**config.mk**
```make
export PLATFORM = sky130hd
export DESIGN_NAME = mpx_hit_latch
export DESIGN_NICKNAME = d
export VERILOG_FILES = /design/src/rtl/mpx_pkg.sv /design/src/rtl/mpx_bc_div.sv /design/src/rtl/mpx_ts_gray.sv /design/src/rtl/mpx_cell.sv /design/src/rtl/mpx_hit_latch.sv
export SDC_FILE = /design/constraint.sdc
export NUM_CORES = 1
export LEC_CHECK = 0
export BUFFER_PORTS_ARGS = -buffer_cell sky130_fd_sc_hd__buf_2
export CAP_MARGIN = 25
export CORE_MARGIN = 10
export CORE_UTILIZATION = 58
export CTS_CLUSTER_SIZE = 28
export DETAILED_ROUTE_END_ITERATION = 10
export PLACE_DENSITY = 0.83
export SETUP_SLACK_MARGIN = 0.05
export SLEW_MARGIN = 20
export SYNTH_ARGS = -nofsm -noshare
export SYNTH_HDL_FRONTEND = slang
export SYNTH_SLANG_ARGS = --single-unit
```
**constraint.sdc**
```tcl
create_clock -name clk -period 4.1 [get_ports clk]
set_clock_uncertainty 0.15 [all_clocks]
set_input_delay 0.41 -clock clk [delete_from_list [all_inputs] [get_ports clk]]
set_output_delay 0.41 -clock clk [all_outputs]
set_load 0.05 [all_outputs]
```
**src/rtl/mpx_pkg.sv**
```systemverilog
// Package: constants and helper functions shared by the macropixel latch.
// Assumes the fixed group of four pixels per macropixel and a 4-bit stamp.
package mpx_pkg;

    localparam int PIX_PER_MPX = 4;
    localparam int TS_W        = 4;

    typedef logic [TS_W-1:0]        ts_t;
    typedef logic [PIX_PER_MPX-1:0] pix_t;

    // Binary-to-Gray conversion of a time-stamp count.
    function automatic ts_t bin2gray(input ts_t b);
        return b ^ (b >> 1);
    endfunction

endpackage

```
**src/rtl/mpx_bc_div.sv**
```systemverilog
// Module: beam-crossing divider. It counts read-clock cycles and pulses a
// one-cycle tick in the last cycle of each DIV_RATIO-cycle interval.
// Assumes DIV_RATIO >= 2; the restart command resets the phase.
module mpx_bc_div #(
    parameter int DIV_RATIO = 16
) (
    input  logic clk,
    input  logic rst_n,
    input  logic restart,
    output logic tick
);
    localparam int CNT_W = (DIV_RATIO > 2) ? $clog2(DIV_RATIO) : 1;
    localparam logic [CNT_W-1:0] LAST = CNT_W'(DIV_RATIO - 1);

    logic [CNT_W-1:0] cnt;

    // Divider phase counter, wrapping at DIV_RATIO.
    always_ff @(posedge clk) begin
        if (!rst_n || restart) begin
            cnt <= '0;
        end else if (cnt == LAST) begin
            cnt <= '0;
        end else begin
            cnt <= cnt + 1'b1;
        end
    end

    // Tick marks the final cycle of the interval.
    always_comb begin
        tick = (cnt == LAST);
    end
endmodule

```
**src/rtl/mpx_ts_gray.sv**
```systemverilog
// Module: chip-wide time-stamp counter. It keeps a binary count of ticks
// and presents it in Gray code. Assumes the tick is a one-cycle enable;
// the restart command takes precedence over a tick.
module mpx_ts_gray
    import mpx_pkg::*;
(
    input  logic clk,
    input  logic rst_n,
    input  logic restart,
    input  logic tick,
    output ts_t  ts_gray
);
    ts_t ts_bin;

    // Binary stamp count advancing once per beam-crossing tick.
    always_ff @(posedge clk) begin
        if (!rst_n || restart) begin
            ts_bin <= '0;
        end else if (tick) begin
            ts_bin <= ts_bin + 1'b1;
        end
    end

    // Gray view of the count so that adjacent stamps differ in one bit.
    always_comb begin
        ts_gray = bin2gray(ts_bin);
    end
endmodule

```
**src/rtl/mpx_cell.sv**
```systemverilog
// Module: one macropixel. It accumulates the per-pixel hits of the open
// interval. At a tick it freezes if any pixel fired, storing the pattern
// and the ending stamp. A frozen cell ignores hits until it is
// acknowledged. Assumes the acknowledge is already decoded for this cell.
module mpx_cell
    import mpx_pkg::*;
(
    input  logic clk,
    input  logic rst_n,
    input  pix_t pix,
    input  logic tick,
    input  ts_t  ts_now,
    input  logic ack_sel,
    output logic valid,
    output pix_t pattern,
    output ts_t  ts_cap
);
    pix_t acc_q;
    pix_t acc_next;
    logic hit_or;
    logic frozen_q;
    logic release_now;
    logic freeze_now;

    // Combine stored hits with hits arriving this cycle.
    always_comb begin
        acc_next    = acc_q | pix;
        hit_or      = |acc_next;
        release_now = ack_sel && frozen_q;
        freeze_now  = !frozen_q && tick && hit_or;
    end

    // Freeze/release state and the captured pattern and stamp.
    always_ff @(posedge clk) begin
        if (!rst_n || release_now) begin
            frozen_q <= 1'b0;
            pattern  <= '0;
            ts_cap   <= '0;
        end else if (freeze_now) begin
            frozen_q <= 1'b1;
            pattern  <= acc_next;
            ts_cap   <= ts_now;
        end
    end

    // Interval accumulator: open only while the cell is not frozen.
    always_ff @(posedge clk) begin
        if (!rst_n || frozen_q || tick) begin
            acc_q <= '0;
        end else begin
            acc_q <= acc_next;
        end
    end

    // Valid flag mirrors the frozen state.
    always_comb begin
        valid = frozen_q;
    end
endmodule

```
**src/rtl/mpx_hit_latch.sv**
```systemverilog
// Module: top of the macropixel hit latch. It ties the shared divider and
// the Gray stamp to N_MPX macropixel cells and decodes the readout
// acknowledge by index. Assumes N_MPX >= 2 and a single read clock.
module mpx_hit_latch
    import mpx_pkg::*;
#(
    parameter int N_MPX     = 8,
    parameter int DIV_RATIO = 16,
    localparam int IDX_W    = $clog2(N_MPX),
    localparam int PIX_W    = N_MPX * PIX_PER_MPX,
    localparam int TSV_W    = N_MPX * TS_W
) (
    input  logic             clk,
    input  logic             rst_n,
    input  logic             ts_rst,
    input  logic [PIX_W-1:0] pix_hit,
    input  logic             ack_valid,
    input  logic [IDX_W-1:0] ack_idx,
    output logic             bc_tick,
    output logic [TS_W-1:0]  ts_gray,
    output logic [N_MPX-1:0] mp_valid,
    output logic [PIX_W-1:0] mp_pattern,
    output logic [TSV_W-1:0] mp_ts
);
    ts_t ts_now;

    mpx_bc_div #(.DIV_RATIO(DIV_RATIO)) u_div (
        .clk     (clk),
        .rst_n   (rst_n),
        .restart (ts_rst),
        .tick    (bc_tick)
    );

    mpx_ts_gray u_ts (
        .clk     (clk),
        .rst_n   (rst_n),
        .restart (ts_rst),
        .tick    (bc_tick),
        .ts_gray (ts_now)
    );

    // Publish the running stamp.
    always_comb begin
        ts_gray = ts_now;
    end

    for (genvar m = 0; m < N_MPX; m++) begin : g_cell
        logic sel;
        pix_t pat;
        ts_t  tsc;

        // Decode the acknowledge index for this cell.
        always_comb begin
            sel = ack_valid && (ack_idx == IDX_W'(m));
        end

        mpx_cell u_cell (
            .clk     (clk),
            .rst_n   (rst_n),
            .pix     (pix_hit[m*PIX_PER_MPX +: PIX_PER_MPX]),
            .tick    (bc_tick),
            .ts_now  (ts_now),
            .ack_sel (sel),
            .valid   (mp_valid[m]),
            .pattern (pat),
            .ts_cap  (tsc)
        );

        // Place cell outputs into the flat buses.
        always_comb begin
            mp_pattern[m*PIX_PER_MPX +: PIX_PER_MPX] = pat;
            mp_ts[m*TS_W +: TS_W]                    = tsc;
        end
    end
endmodule

```
# == Yosys cells after proc, flatten, opt, wreduce, memory -nomap -nowiden ==
# Index checks and enable logic that the tools add are counted.
# classes
add_sub_neg,2
eq_ne,8
n_bitwise,9
reduce_logical,76
# op_table
cell,count
$logic_and 1x1->1,32
$or 4x4->4,8
$reduce_or 4->1,8
$logic_or 1x1->1,25
$eq 3x3->1 const B,4
$logic_not 1->1,9
$add 4x1->4 const B,2
$eq 3x2->1 const B,2
$eq 4x4->1 const B,1
$xor 4x3->4,1
$eq 3x1->1 const B,1
$logic_not 3->1,1
$reduce_or 2->1,1
# word_totals
ff_bits,112
output_inout_bits,77
word_cells,129

# == Logic depth before layout (Yosys ltp) ==
# Gate-level depths: netlist of run 1.
# logic_depth
ltp_word,4
depth_mapped,5
depth_no_buf,5

# == Cells and area by module ==
# A second synthesis of run 1 with hierarchy kept.
# hier_totals
cells_unflattened,467
hier_area_um2,4670.7
# modules_own_cells
module,n_inst,cells_per_inst,area_each_um2
mpx_cell,8,53,525.5
mpx_ts_gray,1,20,207.7
mpx_bc_div,1,15,162.7
mpx_hit_latch,1,8,96.3

# == Least setup slack after synthesis of run 1 ==
# OpenSTA, ideal clock, no wires.
# synth_path
path_kind,reg-to-output
from,reg u_ts.ts_bin[2]
to,out ts_gray[2]
t_arrival_ns,1.401
required_time_ns,3.540
slack_ns,2.139
path_stages_with_launch,2
path_buffers,0
cell_sequence,dfxtp_1 -> xor2_1
# synth_via
elab_chain_len,1
# synth_rtl
item,line_no,source
start: declaration,mpx_ts_gray.sv:13,ts_t ts_bin;
start signal: assignment,mpx_ts_gray.sv:20,ts_bin <= ts_bin + 1'b1;
$xor 4x3->4,mpx_pkg.sv:13,return b ^ (b >> 1);
end: declaration,mpx_hit_latch.sv:20,"output logic [TS_W-1:0] ts_gray,"
# No other way between the ends.

# == Final worst setup path of run 1 ==
# layout_path
from,reg u_div.cnt[0]
to,out bc_tick
# layout_via
elab_chain_len,1
# layout_rtl
item,line_no,source
start: declaration,mpx_bc_div.sv:15,logic [CNT_W-1:0] cnt;
start signal: assignment,mpx_bc_div.sv:24,cnt <= cnt + 1'b1;
$eq 4x4->1,mpx_bc_div.sv:30,tick = (cnt == LAST);
end: declaration,mpx_hit_latch.sv:19,"output logic bc_tick,"
# No other way between the ends.

==> impl_metrics.tcl, run 1 <==
set metrics [dict create \
    drc 0 \
    clock-sinks 112 \
    rows 33 \
    synth_flop_cell "dfxtp_1" \
    netlist_area_um2 5050 \
    final_cell_mix "buf_2 (115), dfxtp_1 (112), o21ai_0 (40), nor2_1 (29)" \
    grt_usage_pct 19.7 \
    met2_usage_pct 32.5 \
    post_drt_wl_per_cell_um 17.9 \
    seq_power_share_pct 57.7 \
    min_path_type "in2reg" \
    numPortBuffers 115 \
    layout-drive-gt1-share_pct 29.4 \
    clock_latency_ps 360 \
    synth_area_leaders "dfxtp_1 (44%), mux2i_1 (5.2%), a211oi_1 (4.2%), o21ai_0 (4.0%), o211ai_1 (3.6%)" \
    cts_max_level 3 \
    status "finished clean" \
    relSlewSlack_pct 46.5 \
    yosys.area.top_type "dfxtp_1" \
    p_clk_share_pct 36.3 \
    cts_made_buffers 9 \
    crit_path_max_incr_delay_ps 540 \
    drtIter0Drc 260 \
    clk_pin_slew_worst_paths_ps 100 \
    p_sw_uw 454 \
    grt_use_met3_pct 6.29 \
    postCtsSetupBuffers 0 \
    syn_inst 528 \
    ys_ff_latch 112 \
    slew_violations 0 \
    hpwl_um 9740 \
    vdd_drop_max_mv 0.199 \
    synth_nets 570 \
    drt-total-wl_um 13200 \
    die_w_um 113 \
    synth_edf_count 0 \
    cp_slowest_cell "nand3_1" \
    cap_violations 0 \
    postSynthAreaPerCell_um2 9.57 \
    start_util_pct 60.6 \
    first_pass_iters 5 \
    use_met1_pct 23.8 \
    via_count 4427 \
    coreArea_um2 8340 \
    p_per_area_nw_per_um2 336 \
    end_kind "primary output" \
    yosysSeqAreaShare_pct 44.4 \
    layout_commonest_cell "buf_2" \
    grt_max_degree 38 \
    min_path_cells 3 \
    grt_pass1_wl_um 21500 \
    finalCritPeriodShare_pct 73.2 \
    place_congestion 0.848 \
    tightest_slew_ps 796 \
    gr-total-overflow 0 \
    clock_path_buffers 2 \
    worstPathMaxFanout 13 \
    ant_nets 0 \
    diodes 0 \
    cts_root_buf "clkbuf_8" \
    antenna_found_initial 1 \
    ios 116 \
    finalSetupViolCount 0 \
    swShare_pct 23.1 \
    grt_busiest_layer "met2" \
    yosysWarningCount 0 \
    yosysTopAreaCellShare_pct 44.4 \
    comb_power_share_pct 6.1 \
    yosys.cell_types.count 41 \
    cts_tree "done" \
    post-route-min-period_ps 3000 \
    cp.arrival_ps 2440 \
    grt_setup_unrepaired "false" \
    path_cells "ha_1 -> buf_4 -> nand3_1 -> inv_1 -> buf_2" \
    required_ps 3540 \
    die_h_um 113 \
    dieArea_um2 12800 \
    viasPerCell 5.97 \
    nets 675 \
    synthArstFlopShare_pct 0 \
    max_freq_mhz 333 \
    intPower_uw 1510 \
    final.setup.tns_ps 0 \
    power.leakage_uw 0.00234 \
    cts-resized-gates 0 \
    start_kind "flop" \
    finalPower_uw 1960 \
    area_delta_synth_final_pct 15.9 \
    r2r_cells 6 \
    cts_hold_buf 0 \
    finalHoldViolCount 0 \
    grt_pass1_vias 4341 \
    worstSetupPathType "reg2out" \
]
flip-flops by register name, summed over array words and instances (netlist names):
register and flops:
u_div.cnt 4, g_cell.u_cell.pattern 32, u_ts.ts_bin 4, g_cell.u_cell.ts_cap 32, g_cell.u_cell.valid 8, g_cell.u_cell.acc_q 32
Yosys cell counts, types with 4 or more instances:
cell	number
a21oi_1	13
a211oi_1	28
a21oi_2	7
inv_1	25
a2111oi_0	4
mux2i_1	26
a21o_1	12
nor3b_1	7
dfxtp_1	112
o211ai_1	24
o21ai_0	40
nor3_1	28
nand4b_1	5
buf_4	9
nor4_2	9
nand3_1	26
clkbuf_1	7
nor4_4	7
or2_2	20
nor2_1	29
a31oi_1	22
nand2_1	26
a21o_2	4
cells by family after synthesis:
kind of cell,synth area share (%)
AND/OR/NAND/NOR,23.4
buffers and inverters,5.00
XOR/XNOR,0.867
AO/OA/AOI/OAI,20.4
adder cells (fa/ha/maj),0.743
flip-flops,44.4
multiplexers,5.15
power groups by stage:
stage / Sequential, uW / Clock, uW / Combinational, uW
6_report: 1130 / 713 / 119
3_3_place_gp: 1160 / 0 / 110
5_1_grt: 1140 / 754 / 132
4_1_cts: 1130 / 716 / 118
3_5_place_dp: 1160 / 0 / 117
2_1_floorplan: 1150 / 0 / 70.3
layer usage:
metal | wire length [um] | up-vias
met5 | 13 | -
met4 | 197 | 2
met3 | 1080 | 19
met2 | 6320 | 142
met1 | 5620 | 2100
li1 | - | 2164
final timing paths:
kind              slack [ps]                                    start                                 endpoint
setup / recovery        1100                  u_div.cnt[0]$_SDFF_PP0_                                  bc_tick
hold / removal           200                               pix_hit[1]     g_cell[0].u_cell.acc_q[1]$_SDFF_PP0_
setup reg to reg        1430                  u_div.cnt[0]$_SDFF_PP0_     g_cell[2].u_cell.acc_q[2]$_SDFF_PP0_
hold reg to reg          310  g_cell[5].u_cell.ts_cap[2]$_SDFFE_PP0P_  g_cell[5].u_cell.ts_cap[2]$_SDFFE_PP0P_
cell type report:
cell class                      count  area (um2)
Clock inverter                      3        67.6
Multi-Input combinational cell    365        2560
Timing Repair Buffer              120         621
Clock buffer                       11         141
Inverter                           25        93.8
Fill cell                         660        2490
Sequential cell                   112        2240
Tap cell                          105         131
worst max-delay path, delay by kind of cell, from the launching register on:
family / cells / cell delay (ps)
flip-flops: 1 / 380
AND/OR/NAND/NOR: 1 / 540
adder cells (fa/ha/maj): 1 / 160
buffers and inverters: 3 / 990
per-stage QoR:
| stage | util [%] | setup slack, ps | std cells | hold WS (ps) | cell area [um2] |
|---|---|---|---|---|---|
| 3_3_place_gp | 67.5 | 1450 | 726 | 292 | 5630 |
| 5_1_grt | 70.2 | 1050 | 741 | 200 | 5850 |
| 4_1_cts | 70.2 | 1140 | 741 | 196 | 5850 |
| 6_report | 70.2 | 1100 | 741 | 201 | 5850 |
| 3_5_place_dp | 67.7 | 1490 | 727 | 294 | 5640 |
| 2_1_floorplan | - | 2140 | 528 | 282 | 5050 |
Power figures use the tool's default switching activity.
==> run 2: changes to the inputs <==
Settings changed: CORE_UTILIZATION 58 to 49, PLACE_DENSITY 0.83 to 0.74.
Clock period 4.1 ns to 2.55 ns, I/O delays scaled along.
==> run 2 against run 1 <==
Compared with the run above:
- sequential share of layout area is 0.83 points lower
- global-route usage shrank 1.6 points
- cell count grew 5.1%
- wire length grew 0.81%
- sequential power up 61%
- clock power up 88%
- die area up 15%
- critical path depth decreased by 1
- register-to-register slack worse by 1000 ps
- largest cell class unchanged
- largest power group unchanged
- highest routed layer is now met4
==> impl_metrics.tcl, run 2 (same netlist as run 1, synthesis figures left out) <==
set metrics [dict create \
    status "finished clean" \
    coreArea_um2 10200 \
    finalHoldViolCount 0 \
    clock_latency_ps 380 \
    cp.arrival_ps 1920 \
    postCtsSetupBuffers 0 \
    cts_max_level 3 \
    finalSetupViolCount 0 \
    crit_path_max_incr_delay_ps 370 \
    layout_commonest_cell "buf_2" \
    place_congestion 0.804 \
    finalPower_uw 3350 \
    tightest_slew_ps 812 \
    min_path_type "in2reg" \
    final.setup.tns_ps 0 \
    clock_path_buffers 2 \
    vdd_drop_max_mv 0.248 \
    end_kind "primary output" \
    worstPathBufferInverterCount 2 \
    die_w_um 122 \
    max_freq_mhz 431 \
    drtIter0Drc 416 \
    fin_ws_ps 228 \
    final_area_um2 5980 \
    cts_tree "done" \
    cts_root_buf "clkbuf_8" \
    cap_violations 0 \
    nets 680 \
    diodes 0 \
    placedInstanceArea_um2 5710 \
    hpwl_um 9870 \
    required_ps 2140 \
    gr-total-overflow 0 \
    worstPathMaxFanout 10 \
    rows 37 \
    start_util_pct 49.6 \
    power.leakage_uw 0.00240 \
    cts_hold_buf 0 \
    grt_setup_unrepaired "false" \
    ant_nets 0 \
    drt-total-wl_um 13300 \
    first_pass_iters 5 \
    via_count 4381 \
    numPortBuffers 115 \
    post_drt_wl_per_cell_um 17.1 \
    clk_pin_slew_worst_paths_ps 110 \
    grt_pass1_vias 4358 \
    p_per_area_nw_per_um2 560 \
    drc 0 \
    worstSetupPathType "reg2out" \
    start_kind "flop" \
    grt_pass1_wl_um 21800 \
    final_cell_mix "buf_2 (115), dfxtp_1 (112), o21ai_0 (40), nor2_1 (29)" \
    viasPerCell 5.62 \
    area_delta_synth_final_pct 18.4 \
    slew_violations 0 \
    layout-drive-gt1-share_pct 30.5 \
    finalCritPeriodShare_pct 91.1 \
    die_h_um 122 \
    dieArea_um2 14800 \
    path_cells "ha_1 -> nand3_2 -> inv_1 -> buf_2" \
    grt_usage_pct 18.1 \
    cts_made_buffers 9 \
    clock-sinks 112 \
    post-place-ws_ps 434 \
    cp_slowest_cell "dfxtp_1" \
    reg.largest.list "g_cell.u_cell.acc_q x32, g_cell.u_cell.pattern x32, g_cell.u_cell.ts_cap x32" \
    post-route-min-period_ps 2320 \
    relSlewSlack_pct 45.4 \
    grt_max_degree 33 \
    whs_ps 9.18 \
    antenna_found_initial 0 \
    ios 116 \
    critPathTopFamily "buffers and inverters" \
]
[run 2: changes by cell type in the layout (fill, tap and decap cells not counted), sizes merged]
cell      change
clkinvlp      -1
bufinv        +1
buf           +5
clkbuf        +1
clkinv        +1
[run 2: area by class of cell]
class                           count  area [um2]
Fill cell                         904        4200
Timing Repair Buffer              125         651
Clock buffer                       12         165
Clock inverter                      4        98.8
Sequential cell                   112        2240
Multi-Input combinational cell    365        2560
Inverter                           25        93.8
Tap cell                          136         170
[run 2: layer usage]
metal	part of all wire, %	vias up	global-route usage (%)
li1	-	2179	-
met1	46	2071	23.2
met2	47	120	29.3
met3	5.7	11	4.16
met4	1.4	0	6.41
met5	0	-	0
[run 2: final timing paths]
check	depth (start not counted)	end	from	slack, ps
hold reg to reg	2	g_cell[5].u_cell.ts_cap[2]$_SDFFE_PP0P_	g_cell[5].u_cell.ts_cap[2]$_SDFFE_PP0P_	310
setup / recovery	4	bc_tick	u_div.cnt[0]$_SDFF_PP0_	230
hold / removal	3	g_cell[2].u_cell.acc_q[2]$_SDFF_PP0_	pix_hit[10]	9
setup reg to reg	5	g_cell[6].u_cell.pattern[2]$_SDFFE_PP0P_	u_div.cnt[0]$_SDFF_PP0_	430
[run 2: worst register-to-register path: stages (launching register included)]
cell and delay [ps]:
dfxtp_1 370, ha_1 340, buf_4 280, nand4b_2 250
a2111oi_0 490, a211oi_1 90
[run 2: repair_timing]
item | 4_1_cts | 5_1_grt
resized for setup | 0 | 1
endpoints found under the hold margin | 0 | 0
endpoints found under the setup margin | 0 | 1
[run 2: metrics by stage]
step	utilization (%)	cells
after floorplan	-	528
after global routing	58.7	779
after global placement	56.1	763
after CTS	58.7	779
final	58.7	779
after detailed placement	56.1	763
[run 2: report_power, final]
part / switching (uW) / internal, uW / total [uW] / leakage, uW
sequential: 33.7 / 1790 / 1820 / 0.000913
combinational: 121 / 70.0 / 191 / 0.00135
clock: 605 / 735 / 1340 / 0.000133
total: 759 / 2590 / 3350 / 0.00240
